`src/rtl/zcv_pkg.sv`:
```
package zcv_pkg;
  localparam int NCH  = 2;
  localparam int CH_L = 0;
  localparam int CH_R = 1;

  // A crossing: sign differs from previous sample, or sample is exactly zero.
  function automatic logic crossed(input logic prev_neg, input logic now_neg,
                                   input logic now_zero);
    return now_zero || (prev_neg != now_neg);
  endfunction
endpackage

```
`src/rtl/zcv_zc_det.sv`:
```
module zcv_zc_det #(
  parameter int SW = 16
) (
  input  logic          clk,
  input  logic          rst_n,
  input  logic          valid_i,
  input  logic [SW-1:0] smp_i,
  output logic          zc_o
);
  import zcv_pkg::*;

  logic prev_neg_q;
  logic now_neg;
  logic now_zero;

  assign now_neg  = smp_i[SW-1];
  assign now_zero = (smp_i == '0);
  assign zc_o     = valid_i && crossed(prev_neg_q, now_neg, now_zero);

  always_ff @(posedge clk or negedge rst_n) begin
    if (!rst_n)       prev_neg_q <= 1'b0;
    else if (valid_i) prev_neg_q <= now_neg;
  end
endmodule

```
`src/rtl/zcv_force_timer.sv`:
```
module zcv_force_timer #(
  parameter int FORCE_TICKS = 2
) (
  input  logic clk,
  input  logic rst_n,
  input  logic restart_i,
  input  logic armed_i,
  input  logic tick_i,
  output logic force_o
);
  localparam int CW = $clog2(FORCE_TICKS + 1);
  localparam logic [CW-1:0] LAST = CW'(FORCE_TICKS - 1);

  logic [CW-1:0] cnt_q;

  assign force_o = armed_i && tick_i && !restart_i && (cnt_q == LAST);

  always_ff @(posedge clk or negedge rst_n) begin
    if (!rst_n)                             cnt_q <= '0;
    else if (restart_i || !armed_i || force_o) cnt_q <= '0;
    else if (tick_i)                        cnt_q <= cnt_q + 1'b1;
  end
endmodule

```
`src/rtl/zcv_chan.sv`:
```
module zcv_chan #(
  parameter int VW      = 6,
  parameter int RST_VOL = 16
) (
  input  logic          clk,
  input  logic          rst_n,
  input  logic          req_i,
  input  logic          imm_i,
  input  logic [VW-1:0] vol_i,
  input  logic          zc_i,
  input  logic          force_i,
  output logic [VW-1:0] vol_o,
  output logic [VW-1:0] tgt_o,
  output logic          pend_o
);
  localparam logic [VW-1:0] RV = VW'(RST_VOL);

  logic [VW-1:0] vol_q;
  logic [VW-1:0] tgt_q;
  logic          pend_q;

  always_ff @(posedge clk or negedge rst_n) begin
    if (!rst_n) begin
      vol_q  <= RV;
      tgt_q  <= RV;
      pend_q <= 1'b0;
    end else if (req_i) begin
      tgt_q <= vol_i;
      if (imm_i) begin
        vol_q  <= vol_i;
        pend_q <= 1'b0;
      end else begin
        pend_q <= 1'b1;
      end
    end else if (pend_q && (zc_i || force_i)) begin
      vol_q  <= tgt_q;
      pend_q <= 1'b0;
    end
  end

  assign vol_o  = vol_q;
  assign tgt_o  = tgt_q;
  assign pend_o = pend_q;
endmodule

```
`src/rtl/zcv_top.sv`:
```
module zcv_top #(
  parameter int VW          = 6,
  parameter int SW          = 16,
  parameter int RST_VOL     = 16,
  parameter int FORCE_TICKS = 2
) (
  input  logic          clk,
  input  logic          rst_n,
  input  logic [VW-1:0] vol_l_i,
  input  logic [VW-1:0] vol_r_i,
  input  logic          mute_l_i,
  input  logic          mute_r_i,
  input  logic          upd_l_i,
  input  logic          upd_r_i,
  input  logic          zc_en_i,
  input  logic          tick_i,
  input  logic          smp_valid_i,
  output logic          smp_ready_o,
  input  logic [SW-1:0] smp_l_i,
  input  logic [SW-1:0] smp_r_i,
  output logic [VW-1:0] vol_l_o,
  output logic [VW-1:0] vol_r_o,
  output logic          mute_l_o,
  output logic          mute_r_o
);
  import zcv_pkg::*;

  logic                   upd;
  logic                   force_w;
  logic [NCH-1:0]         zc;
  logic [NCH-1:0]         pend;
  logic [NCH-1:0]         mute_q;
  logic [NCH-1:0][VW-1:0] vin;
  logic [NCH-1:0][VW-1:0] act;
  logic [NCH-1:0][VW-1:0] tgt;
  logic [NCH-1:0][SW-1:0] smp;
  logic [NCH-1:0]         mute_in;
  logic                   ready_q;

  assign upd         = upd_l_i | upd_r_i;
  assign vin[CH_L]   = vol_l_i;
  assign vin[CH_R]   = vol_r_i;
  assign smp[CH_L]   = smp_l_i;
  assign smp[CH_R]   = smp_r_i;
  assign mute_in[CH_L] = mute_l_i;
  assign mute_in[CH_R] = mute_r_i;

  for (genvar c = 0; c < NCH; c++) begin : g_ch
    zcv_zc_det #(.SW(SW)) u_zc (
      .clk     (clk),
      .rst_n   (rst_n),
      .valid_i (smp_valid_i),
      .smp_i   (smp[c]),
      .zc_o    (zc[c])
    );

    zcv_chan #(.VW(VW), .RST_VOL(RST_VOL)) u_chan (
      .clk     (clk),
      .rst_n   (rst_n),
      .req_i   (upd),
      .imm_i   (!zc_en_i),
      .vol_i   (vin[c]),
      .zc_i    (zc[c]),
      .force_i (force_w),
      .vol_o   (act[c]),
      .tgt_o   (tgt[c]),
      .pend_o  (pend[c])
    );
  end

  zcv_force_timer #(.FORCE_TICKS(FORCE_TICKS)) u_timer (
    .clk       (clk),
    .rst_n     (rst_n),
    .restart_i (upd),
    .armed_i   (|pend),
    .tick_i    (tick_i),
    .force_o   (force_w)
  );

  always_ff @(posedge clk or negedge rst_n) begin
    if (!rst_n) begin
      mute_q  <= '0;
      ready_q <= 1'b0;
    end else begin
      mute_q  <= mute_in;
      ready_q <= 1'b1;
    end
  end

  assign vol_l_o     = act[CH_L];
  assign vol_r_o     = act[CH_R];
  assign mute_l_o    = mute_q[CH_L];
  assign mute_r_o    = mute_q[CH_R];
  assign smp_ready_o = ready_q;
endmodule

```
`config.mk`:
```
export PLATFORM = sky130hd
export DESIGN_NAME = zcv_top
export DESIGN_NICKNAME = d
export VERILOG_FILES = /design/src/rtl/zcv_pkg.sv /design/src/rtl/zcv_zc_det.sv /design/src/rtl/zcv_force_timer.sv /design/src/rtl/zcv_chan.sv /design/src/rtl/zcv_top.sv
export SDC_FILE = /design/constraint.sdc
export NUM_CORES = 1
export LEC_CHECK = 0
export ABC_AREA = 1
export BUFFER_PORTS_ARGS = -buffer_cell sky130_fd_sc_hd__buf_2
export CAP_MARGIN = 10
export CORE_MARGIN = 1.5
export CORE_UTILIZATION = 35
export CTS_BUF_LIST = sky130_fd_sc_hd__clkbuf_4 sky130_fd_sc_hd__clkbuf_8
export CTS_CLUSTER_SIZE = 14
export DETAILED_ROUTE_END_ITERATION = 12
export PLACE_DENSITY = 0.72
export REMOVE_ABC_BUFFERS = 1
export SETUP_SLACK_MARGIN = 0.02
export SLEW_MARGIN = 25
export SYNTH_ARGS = -nofsm -noshare
export SYNTH_HDL_FRONTEND = slang
export SYNTH_HIERARCHICAL = 1
export SYNTH_SLANG_ARGS = --single-unit
```
`constraint.sdc`:
```
create_clock -name clk -period 1.41 [get_ports clk]
set_input_delay 0 -clock clk [delete_from_list [all_inputs] [get_ports clk]]
set_output_delay 0 -clock clk [all_outputs]
set_load 0.02 [all_outputs]
```
==> results of run 1 <==
[layout make-up]
type	instances	area [um^2]	share of cell area [%]
Tap cell	52	65.1	2.82
Multi-Input combinational cell	141	664	28.8
Clock buffer	6	76.3	3.31
Sequential cell	33	831	36.0
Inverter	20	75.1	3.26
Timing Repair Buffer	92	583	25.3
Clock inverter	2	10.0	0.434
[sequential cells by signal, indices dropped and copies added, names as in the netlist]
| register | flops |
|---|---|
| g_ch.u_chan/tgt_o | 12 |
| u_timer/cnt_q | 2 |
| g_ch.u_chan/pend_o | 2 |
| g_ch.u_chan/vol_o | 12 |
| smp_ready_o | 1 |
| mute_q | 2 |
| g_ch.u_zc/prev_neg_q | 2 |
[path summary, 6_finish.rpt]
path / end / slack [ns] / cells after the start
worst max-delay path: g_ch[0].u_chan/vol_o[0]$_DFFE_PN0P_ / 0.11 / 10
worst min-delay path: g_ch[1].u_zc/prev_neg_q$_DFFE_PN0P_ / 0.03 / 4
worst max register to register: g_ch[0].u_chan/vol_o[0]$_DFFE_PN0P_ / 0.11 / 10
worst min register to register: g_ch[1].u_chan/tgt_o[1]$_DFFE_PN0P_ / 0.47 / 2
max in group asynchronous: g_ch[0].u_chan/vol_o[4]$_DFFE_PN1P_ / 0.81 / 3
min in group asynchronous: g_ch[1].u_chan/tgt_o[5]$_DFFE_PN0P_ / 0.27 / 3
[placed cells by master, fill, tap and decap left out, drive strengths merged]
master,n
nand3,16
dlygate4sd3,18
clkbuf,6
a21oi,2
conb,1
dfrtp,29
nor3,1
dlymetal6s4s,2
clkinv,2
o21ai,2
nor2,24
inv,20
ha,1
dfstp,4
xnor2,2
nand2,92
buf,72
[metal layers]
| layer | global-route usage (%) | vias up | wire length (um) | share of wire (%) |
|---|---|---|---|---|
| li1 | - | 786 | - | - |
| met5 | 0 | - | 0 | 0 |
| met3 | 4.33 | 6 | 140 | 4.1 |
| met4 | 5.56 | 0 | 29 | 0.85 |
| met1 | 19.2 | 651 | 1580 | 46 |
| met2 | 25.2 | 25 | 1650 | 49 |
[through the flow]
step           power [W]  hold WS, ns  std cells  cell area, um^2
2_1_floorplan    0.00136       -0.296        194             1560
4_1_cts          0.00230      0.00947        344             2270
6_report         0.00228       0.0339        346             2300
3_5_place_dp     0.00156       0.0544        316             1980
5_1_grt          0.00241       0.0650        346             2300
3_3_place_gp     0.00155       0.0581        316             1980
[synth_stat cells]
cell,number,area [um^2]
a21oi_2,2,17.5
ha_1,1,12.5
inv_1,14,52.6
nand2_1,86,323
nor2_2,2,12.5
xnor2_1,2,17.5
inv_2,6,22.5
dfrtp_1,29,726
buf_6,2,22.5
dfstp_2,4,105
nor2_1,20,75.1
o21ai_1,2,10.0
nand3_1,16,80.1
nand2_2,2,12.5
nor3_1,1,5.00
conb_1,1,3.75
nor2_8,2,40.0
nand2_4,4,45.0
[power by group]
group / switching, W / total, W / internal (W)
clock: 0.000331 / 0.000692 / 0.000361
sequential: 0.0000443 / 0.00109 / 0.00105
combinational: 0.000277 / 0.000489 / 0.000212
[worst max-delay path: stages, from the launching register on]
cell and delay [ns]:
dfrtp_1 0.39, inv_1 0.06, ha_1 0.15, inv_2 0.05, nor3_2 0.12, inv_1 0.10, nand2_2 0.09, nand2_4 0.08
nand2_4 0.10, nand2_1 0.05, nand2_1 0.06
[repair_timing]
action | 4_1_cts | 5_1_grt
setup endpoints to repair | 11 | 12
gates resized for setup | 1 | 5
hold endpoints to repair | 47 | 0
hold buffers | 20 | 0
pin swaps | 0 | 11
buffers inserted | 0 | 4
[kinds of logic (layout without fill, tap and decap cells)]
family,Yosys count,in the layout,synth area share (%)
simple gates,133,133,37.5
flops,33,33,52.5
buf+inv,22,120,6.17
compound gates,4,4,1.74
xor+xnor,2,2,1.11
fa+ha+maj,1,1,0.790
other cells,1,1,0.237
==> qor.yml, run 1 <==
coreArea_mm2: 0.00435
critPathKind: "flop to flop"
rsz0062_at_grt: "yes"
grt_antenna_before_repair: 0
routed_wl_mm: 3.41
synth_area_per_cell_um2: 8.08
overflow: 0
drt-initial-drc-count: 49
peakVddDrop_mv: 0.603
dp_hpwl_mm: 2.43
ys_warn_count: 6
synth.cell_area_mm2: 0.00158
vias: 1468
ant_nets: 0
grt_pass1_wl_mm: 6.02
die_x_um: 70.2
dieArea_mm2: 0.00493
status: "complete, no violations"
netlist_instances: 196
power.leakage_nw: 1.32
insertedDiodeCount: 0
crit_path_end_kind: "flop"
first_pass_iters: 4
path_clk_slew_ns: 0.07
min_period_ns: 1.30
timing.rr.start: "u_timer/cnt_q[1]$_DFFE_PN0P_"
slew_violations: 0
finalSetupViolCount: 0
final_nets: 347
cap_violations: 0
worstPathArrival_ns: 1.52
row_count: 24
seq_area_frac_synth_pct: 52.5
cts_tree: "yes"
finish.utilization_pct: 52.9
synthToLayoutAreaGrowth_pct: 45.6
critical_path_required_ns: 1.63
worstHoldPathType: "input port to flop"
layout-drive-gt1-share_pct: 36.1
synth_cell_type_count: 18
grt_pass1_vias: 1427
fmax_mhz: 768
ioPinCount: 68
hold_viol: 0
grt_max_degree: 34
io_buffers: 67
startpoint: "u_timer/cnt_q[1]$_DFFE_PN0P_"
wire_per_inst_um: 9.84
fin_ws_ns: 0.108
clock_path_buffers: 2
clk_latency_ns: 0.28
ys_ff_latch: 33
post-route-drc-count: 0
initial_utilization_pct: 36.4
p_per_area_mw_per_mm2: 987
gp_congestion: 0.710
fillerInstances: 399
track_usage_pct: 15.3
place_ws_ns: 0.000109
cts-root-buf: "clkbuf_8"
finalCritPeriodShare_pct: 92.3
viasPerCell: 4.24
numCtsBuffers: 5
fin_setup_tns_ns: 0
cp_max_fo: 7
cts.sinks: 33
min_from: "smp_valid_i"
die_h_um: 70.2
startpoint_type: "flop"
skew_ns: 0.00307
cts_max_level: 2
No activity file was read; power rests on OpenSTA's default activity.
==> run 2, diff against run 1 <==
--- a/config.mk
+++ b/config.mk
@@ -13,7 +13,7 @@
 export CTS_BUF_LIST = sky130_fd_sc_hd__clkbuf_4 sky130_fd_sc_hd__clkbuf_8
 export CTS_CLUSTER_SIZE = 14
 export DETAILED_ROUTE_END_ITERATION = 12
-export PLACE_DENSITY = 0.72
+export PLACE_DENSITY_LB_ADDON = 0.2
 export REMOVE_ABC_BUFFERS = 1
 export SETUP_SLACK_MARGIN = 0.02
 export SLEW_MARGIN = 25
==> qor.yml, run 2 (synthesis gave the netlist of run 1 again) <==
status: "complete, no violations"  # unchanged
routed_wl_mm: 3.61  # was 3.41 mm
row_count: 24  # unchanged
cts-root-buf: "clkbuf_8"  # unchanged
dieArea_mm2: 0.00493  # unchanged
die_x_um: 70.2  # unchanged
post-place-cells: 315  # was 316
dp_hpwl_mm: 2.53  # was 2.43 mm
io_buffers: 67  # unchanged
numCtsBuffers: 5  # unchanged
p_int_w: 0.00186  # was 0.00162 W
drt-initial-drc-count: 57  # was 49
fin_setup_tns_ns: 0  # unchanged
clock_path_buffers: 2  # unchanged
finalSetupViolCount: 0  # unchanged
cts_setup_buffers: 0  # unchanged
cts_tree: "yes"  # unchanged
first_pass_iters: 4  # unchanged
startpoint_type: "flop"  # unchanged
critical_path_required_ns: 1.63  # about the same
critPathKind: "flop to flop"  # unchanged
final_common_cell: "nand2_1"  # unchanged
skew_ns: 0.00481  # was 0.00307 ns
gp_congestion: 0.793  # was 0.710
fin_ws_ns: 0.0910  # was 0.108 ns
post-route-drc-count: 0  # unchanged
synthToLayoutAreaGrowth_pct: 48.5  # was 45.6%
place_ws_ns: -0.0146  # was 0.000109 ns
worstPathArrival_ns: 1.54  # was 1.52 ns
min_period_ns: 1.32  # was 1.30 ns
cts.sinks: 33  # unchanged
wire_per_inst_um: 10.6  # was 9.84 um
grt_antenna_before_repair: 0  # unchanged
grt_pass1_wl_mm: 6.29  # was 6.02 mm
rsz0062_at_grt: "yes"  # unchanged
clk_latency_ns: 0.28  # about the same
p_seq_share_pct: 43.4  # was 48.1%
ant_nets: 0  # unchanged
final_nets: 342  # was 347
grt_max_degree: 34  # unchanged
fmax_mhz: 758  # was 768 MHz
worstHoldPathType: "input port to flop"  # unchanged
overflow: 0  # unchanged
path_clk_slew_ns: 0.07  # about the same
coreArea_mm2: 0.00435  # unchanged
p_per_area_mw_per_mm2: 1070  # was 987 mW/mm^2
slew_violations: 0  # unchanged
comb_power_share_pct: 19.8  # was 21.5%
p_switching_w: 0.000664  # was 0.000652 W
viasPerCell: 4.31  # was 4.24
initial_utilization_pct: 36.4  # unchanged
cap_violations: 0  # unchanged
holdPathStages: 4  # unchanged
finish.utilization_pct: 54.0  # was 52.9%
clkPwrFrac_pct: 36.8  # was 30.4%
finalCritPeriodShare_pct: 93.5  # was 92.3%
peakVddDrop_mv: 0.628  # was 0.603 mV
cp_max_fo: 7  # unchanged
die_h_um: 70.2  # unchanged
fin_cells: 341  # was 346
p_sw_share_pct: 26.3  # was 28.7%
layout-drive-gt1-share_pct: 38.4  # was 36.1%
insertedDiodeCount: 0  # unchanged
vias: 1469  # was 1468
cts_max_level: 2  # unchanged
whs_ns: 0.0247  # was 0.0339 ns
track_usage_pct: 15.8  # was 15.3%
crit_path_end_kind: "flop"  # unchanged
ioPinCount: 68  # unchanged
final_cell_mix: "nand2_1 (78), buf_2 (65), dfrtp_1 (29), nor2_1 (19), dlygate4sd3_1 (19)"  # was nand2_1 (84), buf_2 (65), dfrtp_1 (29), nor2_1 (20), dlygate4sd3_1 (18)
power.leakage_nw: 1.32  # about the same
grt_pass1_vias: 1484  # was 1427
hold_viol: 0  # unchanged
r2r_cells: 10  # unchanged
run 2: cell count changes in the layout (fill, tap and decap cells not counted), sizes merged:
cell          change
clkinv            -2
clkbuf            +1
buf               -5
dlymetal6s4s      -1
dlygate4sd3       +1
bufinv            +1
run 2: power groups by stage:
| stage | Clock (W) | Combinational, W | Sequential (W) |
|---|---|---|---|
| floorplan | 0 | 0.000186 | 0.00118 |
| global route | 0.000997 | 0.000560 | 0.00111 |
| finish | 0.000928 | 0.000501 | 0.00110 |
| CTS | 0.000956 | 0.000498 | 0.00110 |
| global placement | 0 | 0.000446 | 0.00111 |
| detailed placement | 0 | 0.000455 | 0.00111 |
run 2: area by class of cell:
cell class | instances | area, um^2
Fill cell | 402 | 2000
Multi-Input combinational cell | 141 | 691
Inverter | 20 | 75.1
Clock buffer | 7 | 90.1
Tap cell | 52 | 65.1
Clock inverter | 1 | 30.0
Sequential cell | 33 | 831
Timing Repair Buffer | 87 | 568
run 2: what timing repair did:
action / CTS / global route
endpoints found under the setup margin: 12 / 12
gates resized for setup: 1 / 15
hold endpoints to repair: 51 / 0
pin swaps: 0 / 12
hold buffers: 20 / 0
run 2: through the flow:
step / power, W / cell area, um^2
after floorplan: 0.00136 / 1560
after CTS: 0.00255 / 2330
final: 0.00253 / 2350
after global routing: 0.00267 / 2350
after detailed placement: 0.00157 / 2000
after global placement: 0.00156 / 2000
run 2: path summary, 6_finish.rpt:
kind	start	to	slack (ns)
setup / recovery	u_timer/cnt_q[1]$_DFFE_PN0P_	g_ch[0].u_chan/vol_o[5]$_DFFE_PN0P_	0.09
hold / removal	smp_valid_i	g_ch[1].u_zc/prev_neg_q$_DFFE_PN0P_	0.02
setup reg to reg	u_timer/cnt_q[1]$_DFFE_PN0P_	g_ch[0].u_chan/vol_o[5]$_DFFE_PN0P_	0.09
hold reg to reg	g_ch[0].u_chan/tgt_o[0]$_DFFE_PN0P_	g_ch[0].u_chan/tgt_o[0]$_DFFE_PN0P_	0.47
max in group asynchronous	rst_n	g_ch[1].u_chan/tgt_o[4]$_DFFE_PN1P_	0.96
min in group asynchronous	rst_n	smp_ready_o$_DFF_PN0_	0.20
run 2: worst max-delay path, cell delays in order (launching register included):
cell     delay [ns]
dfrtp_1        0.38
inv_1          0.06
ha_2           0.16
inv_2          0.05
nor3_4         0.15
inv_2          0.07
nand2_2        0.08
nand2_4        0.08
nand2_4        0.11
nand2_1        0.06
nand2_1        0.05
run 2: routing by layer:
layer	global-route usage [%]	share of wire (%)	vias up
met5	0	0	-
li1	-	-	775
met1	19.9	44	661
met4	3.85	1.0	0
met3	3.61	3.2	6
met2	27.5	52	27
==> run 3, diff against run 2 <==
==> constraint.sdc (replaced) <==
create_clock -name clk -period 1.7 [get_ports clk]
set_input_delay 0 -clock clk [delete_from_list [all_inputs] [get_ports clk]]
set_output_delay 0 -clock clk [all_outputs]
set_load 0.02 [all_outputs]
==> qor.yml, run 3 (synthesis gave the netlist of run 1 again) <==
die_x_um: 70.2  # unchanged
status: "complete, no violations"  # unchanged
path_clk_slew_ns: 0.07  # about the same
die_h_um: 70.2  # unchanged
timing.rr.start: "u_timer/cnt_q[1]$_DFFE_PN0P_"  # unchanged
hold_viol: 0  # unchanged
slew_violations: 0  # unchanged
grt_pass1_vias: 1521  # was 1484
vias: 1480  # was 1469
clkPwrFrac_pct: 36.9  # was 36.8%
final_common_cell: "nand2_1"  # unchanged
cts-root-buf: "clkbuf_8"  # unchanged
min_period_ns: 1.43  # was 1.32 ns
min_to: "g_ch[0].u_zc/prev_neg_q$_DFFE_PN0P_"  # was g_ch[1].u_zc/prev_neg_q$_DFFE_PN0P_
overflow: 0  # unchanged
design_area_mm2: 0.00230  # was 0.00235 mm^2
comb_power_share_pct: 19.3  # was 19.8%
cts.sinks: 33  # unchanged
ioPinCount: 68  # unchanged
clock_path_buffers: 2  # unchanged
holdPathStages: 4  # unchanged
p_per_area_mw_per_mm2: 902  # was 1070 mW/mm^2
layout-drive-gt1-share_pct: 34.0  # was 38.4%
cp_max_fo: 7  # unchanged
cp_top_family: "simple AND/OR/NAND/NOR gates"  # unchanged
fillerInstances: 430  # was 402
worstPathArrival_ns: 1.65  # was 1.54 ns
cts_setup_buffers: 0  # unchanged
crit_path_end_kind: "flop"  # unchanged
worstHoldPathType: "input port to flop"  # unchanged
min_from: "smp_valid_i"  # unchanged
numCtsBuffers: 5  # unchanged
cap_violations: 0  # unchanged
grt_antenna_before_repair: 0  # unchanged
cts_resized: 0  # was 1
slowest_delay_ns: 0.38  # about the same
worstReg2RegEnd: "g_ch[0].u_chan/vol_o[0]$_DFFE_PN0P_"  # was g_ch[0].u_chan/vol_o[5]$_DFFE_PN0P_
placedInstanceArea_mm2: 0.00198  # was 0.00200 mm^2
fmax_mhz: 702  # was 758 MHz
final_nets: 344  # was 342
p_sw_share_pct: 26.7  # was 26.3%
critical_path_required_ns: 1.92  # was 1.63 ns
finish.utilization_pct: 52.7  # was 54.0%
worst_slew_pin_slew_ns: 0.710
row_count: 24  # unchanged
worstPathCellList: "inv_1 -> ha_1 -> inv_1 -> nor3_1 -> inv_1 -> nand2_1 -> nand2_4 -> nand2_4 -> nand2_1 -> nand2_1"  # was inv_1 -> ha_2 -> inv_2 -> nor3_4 -> inv_2 -> nand2_2 -> nand2_4 -> nand2_4 -> nand2_1 -> nand2_1
finalSetupViolCount: 0  # unchanged
cts_max_level: 2  # unchanged
coreArea_mm2: 0.00435  # unchanged
finalCritPeriodShare_pct: 83.8  # was 93.5%
grt_pass1_wl_mm: 6.22  # was 6.29 mm
wire_per_inst_um: 10.1  # was 10.6 um
dieArea_mm2: 0.00493  # unchanged
routed_wl_mm: 3.45  # was 3.61 mm
fin_cells: 343  # was 341
startpoint_type: "flop"  # unchanged
viasPerCell: 4.31  # about the same
first_pass_iters: 6  # was 4
track_usage_pct: 15.5  # was 15.8%
fin_setup_tns_ns: 0  # unchanged
critPathKind: "flop to flop"  # unchanged
clk_latency_ns: 0.28  # about the same
p_switching_w: 0.000553  # was 0.000664 W
power.leakage_nw: 1.29  # was 1.32 nW
peakVddDrop_mv: 0.464  # was 0.628 mV
skew_ns: 0.00645  # was 0.00481 ns
insertedDiodeCount: 0  # unchanged
io_buffers: 67  # unchanged
p_int_w: 0.00152  # was 0.00186 W
cts_tree: "yes"  # unchanged
synthToLayoutAreaGrowth_pct: 45.1  # was 48.5%
drt-initial-drc-count: 74  # was 57
post-place-cells: 315  # unchanged
ant_nets: 0  # unchanged
p_seq_share_pct: 43.9  # was 43.4%
r2r_cells: 10  # unchanged
path_buf_inv: 3  # unchanged
final_cell_mix: "nand2_1 (86), buf_2 (67), dfrtp_1 (29), nor2_1 (20), dlygate4sd3_1 (20)"  # was nand2_1 (78), buf_2 (65), dfrtp_1 (29), nor2_1 (19), dlygate4sd3_1 (19)
cp_slowest_cell: "dfrtp_1"  # unchanged
initial_utilization_pct: 36.4  # unchanged
r2r_slack_ns: 0.27  # was 0.09 ns
post-route-drc-count: 0  # unchanged
relSlewSlack_pct: 52.7
rsz0062_at_grt: "no"  # was yes
gp_congestion: 0.802  # was 0.793
dp_hpwl_mm: 2.53  # about the same
p_total_w: 0.00207  # was 0.00253 W
holdBufCountCts: 20  # unchanged
grt_max_degree: 34  # unchanged
run 3: how the worst max path moves through the flow:
| stage | start | endpoint | slack [ns] | depth (start not counted) |
|---|---|---|---|---|
| 2_1_floorplan | upd_l_i | g_ch[0].u_chan/vol_o[0]$_DFFE_PN0P_ | 0.35 | 9 |
| 3_3_place_gp | u_timer/cnt_q[1]$_DFFE_PN0P_ | g_ch[0].u_chan/vol_o[5]$_DFFE_PN0P_ | 0.33 | 10 |
| 3_5_place_dp | u_timer/cnt_q[1]$_DFFE_PN0P_ | g_ch[0].u_chan/vol_o[0]$_DFFE_PN0P_ | 0.32 | 10 |
| 4_1_cts | u_timer/cnt_q[1]$_DFFE_PN0P_ | g_ch[0].u_chan/vol_o[0]$_DFFE_PN0P_ | 0.29 | 10 |
| 5_1_grt | u_timer/cnt_q[1]$_DFFE_PN0P_ | g_ch[0].u_chan/vol_o[0]$_DFFE_PN0P_ | 0.13 | 10 |
| 6_report | u_timer/cnt_q[1]$_DFFE_PN0P_ | g_ch[0].u_chan/vol_o[0]$_DFFE_PN0P_ | 0.27 | 10 |
run 3: per-stage QoR:
stage | hold WS, ns | setup WS [ns]
CTS | 0.0232 | 0.293
finish | 0.0284 | 0.275
floorplan | -0.296 | 0.345
global placement | 0.103 | 0.327
global route | 0.0506 | 0.135
detailed placement | 0.101 | 0.316
run 3: worst min-delay path: cells and delay by family:
kind	cells	cell delay (ns)
simple gates	2	0.09
buf+inv	2	0.18
run 3: per-layer routing:
metal | up-vias | wire length [um] | global-route usage, %
met5 | - | 0 | 0
met4 | 0 | 34 | 4.91
met3 | 6 | 130 | 4.62
met2 | 32 | 1720 | 26.4
met1 | 665 | 1570 | 18.6
li1 | 777 | - | -
run 3: power groups by stage:
stage / Sequential, W / Clock (W) / Combinational, W
finish: 0.000909 / 0.000764 / 0.000399
global route: 0.000917 / 0.000810 / 0.000450
CTS: 0.000908 / 0.000775 / 0.000405
detailed placement: 0.000922 / 0 / 0.000368
global placement: 0.000922 / 0 / 0.000363
floorplan: 0.000976 / 0 / 0.000155
run 3: final cells by class:
type	count	area (um^2)	area share (%)
sequential	33	831	36.2
multi-input combinational	141	654	28.5
timing repair buffer	89	551	24.0
clock buffer	6	82.6	3.60
inverter	20	75.1	3.27
tap	52	65.1	2.83
clock inverter	2	37.5	1.63
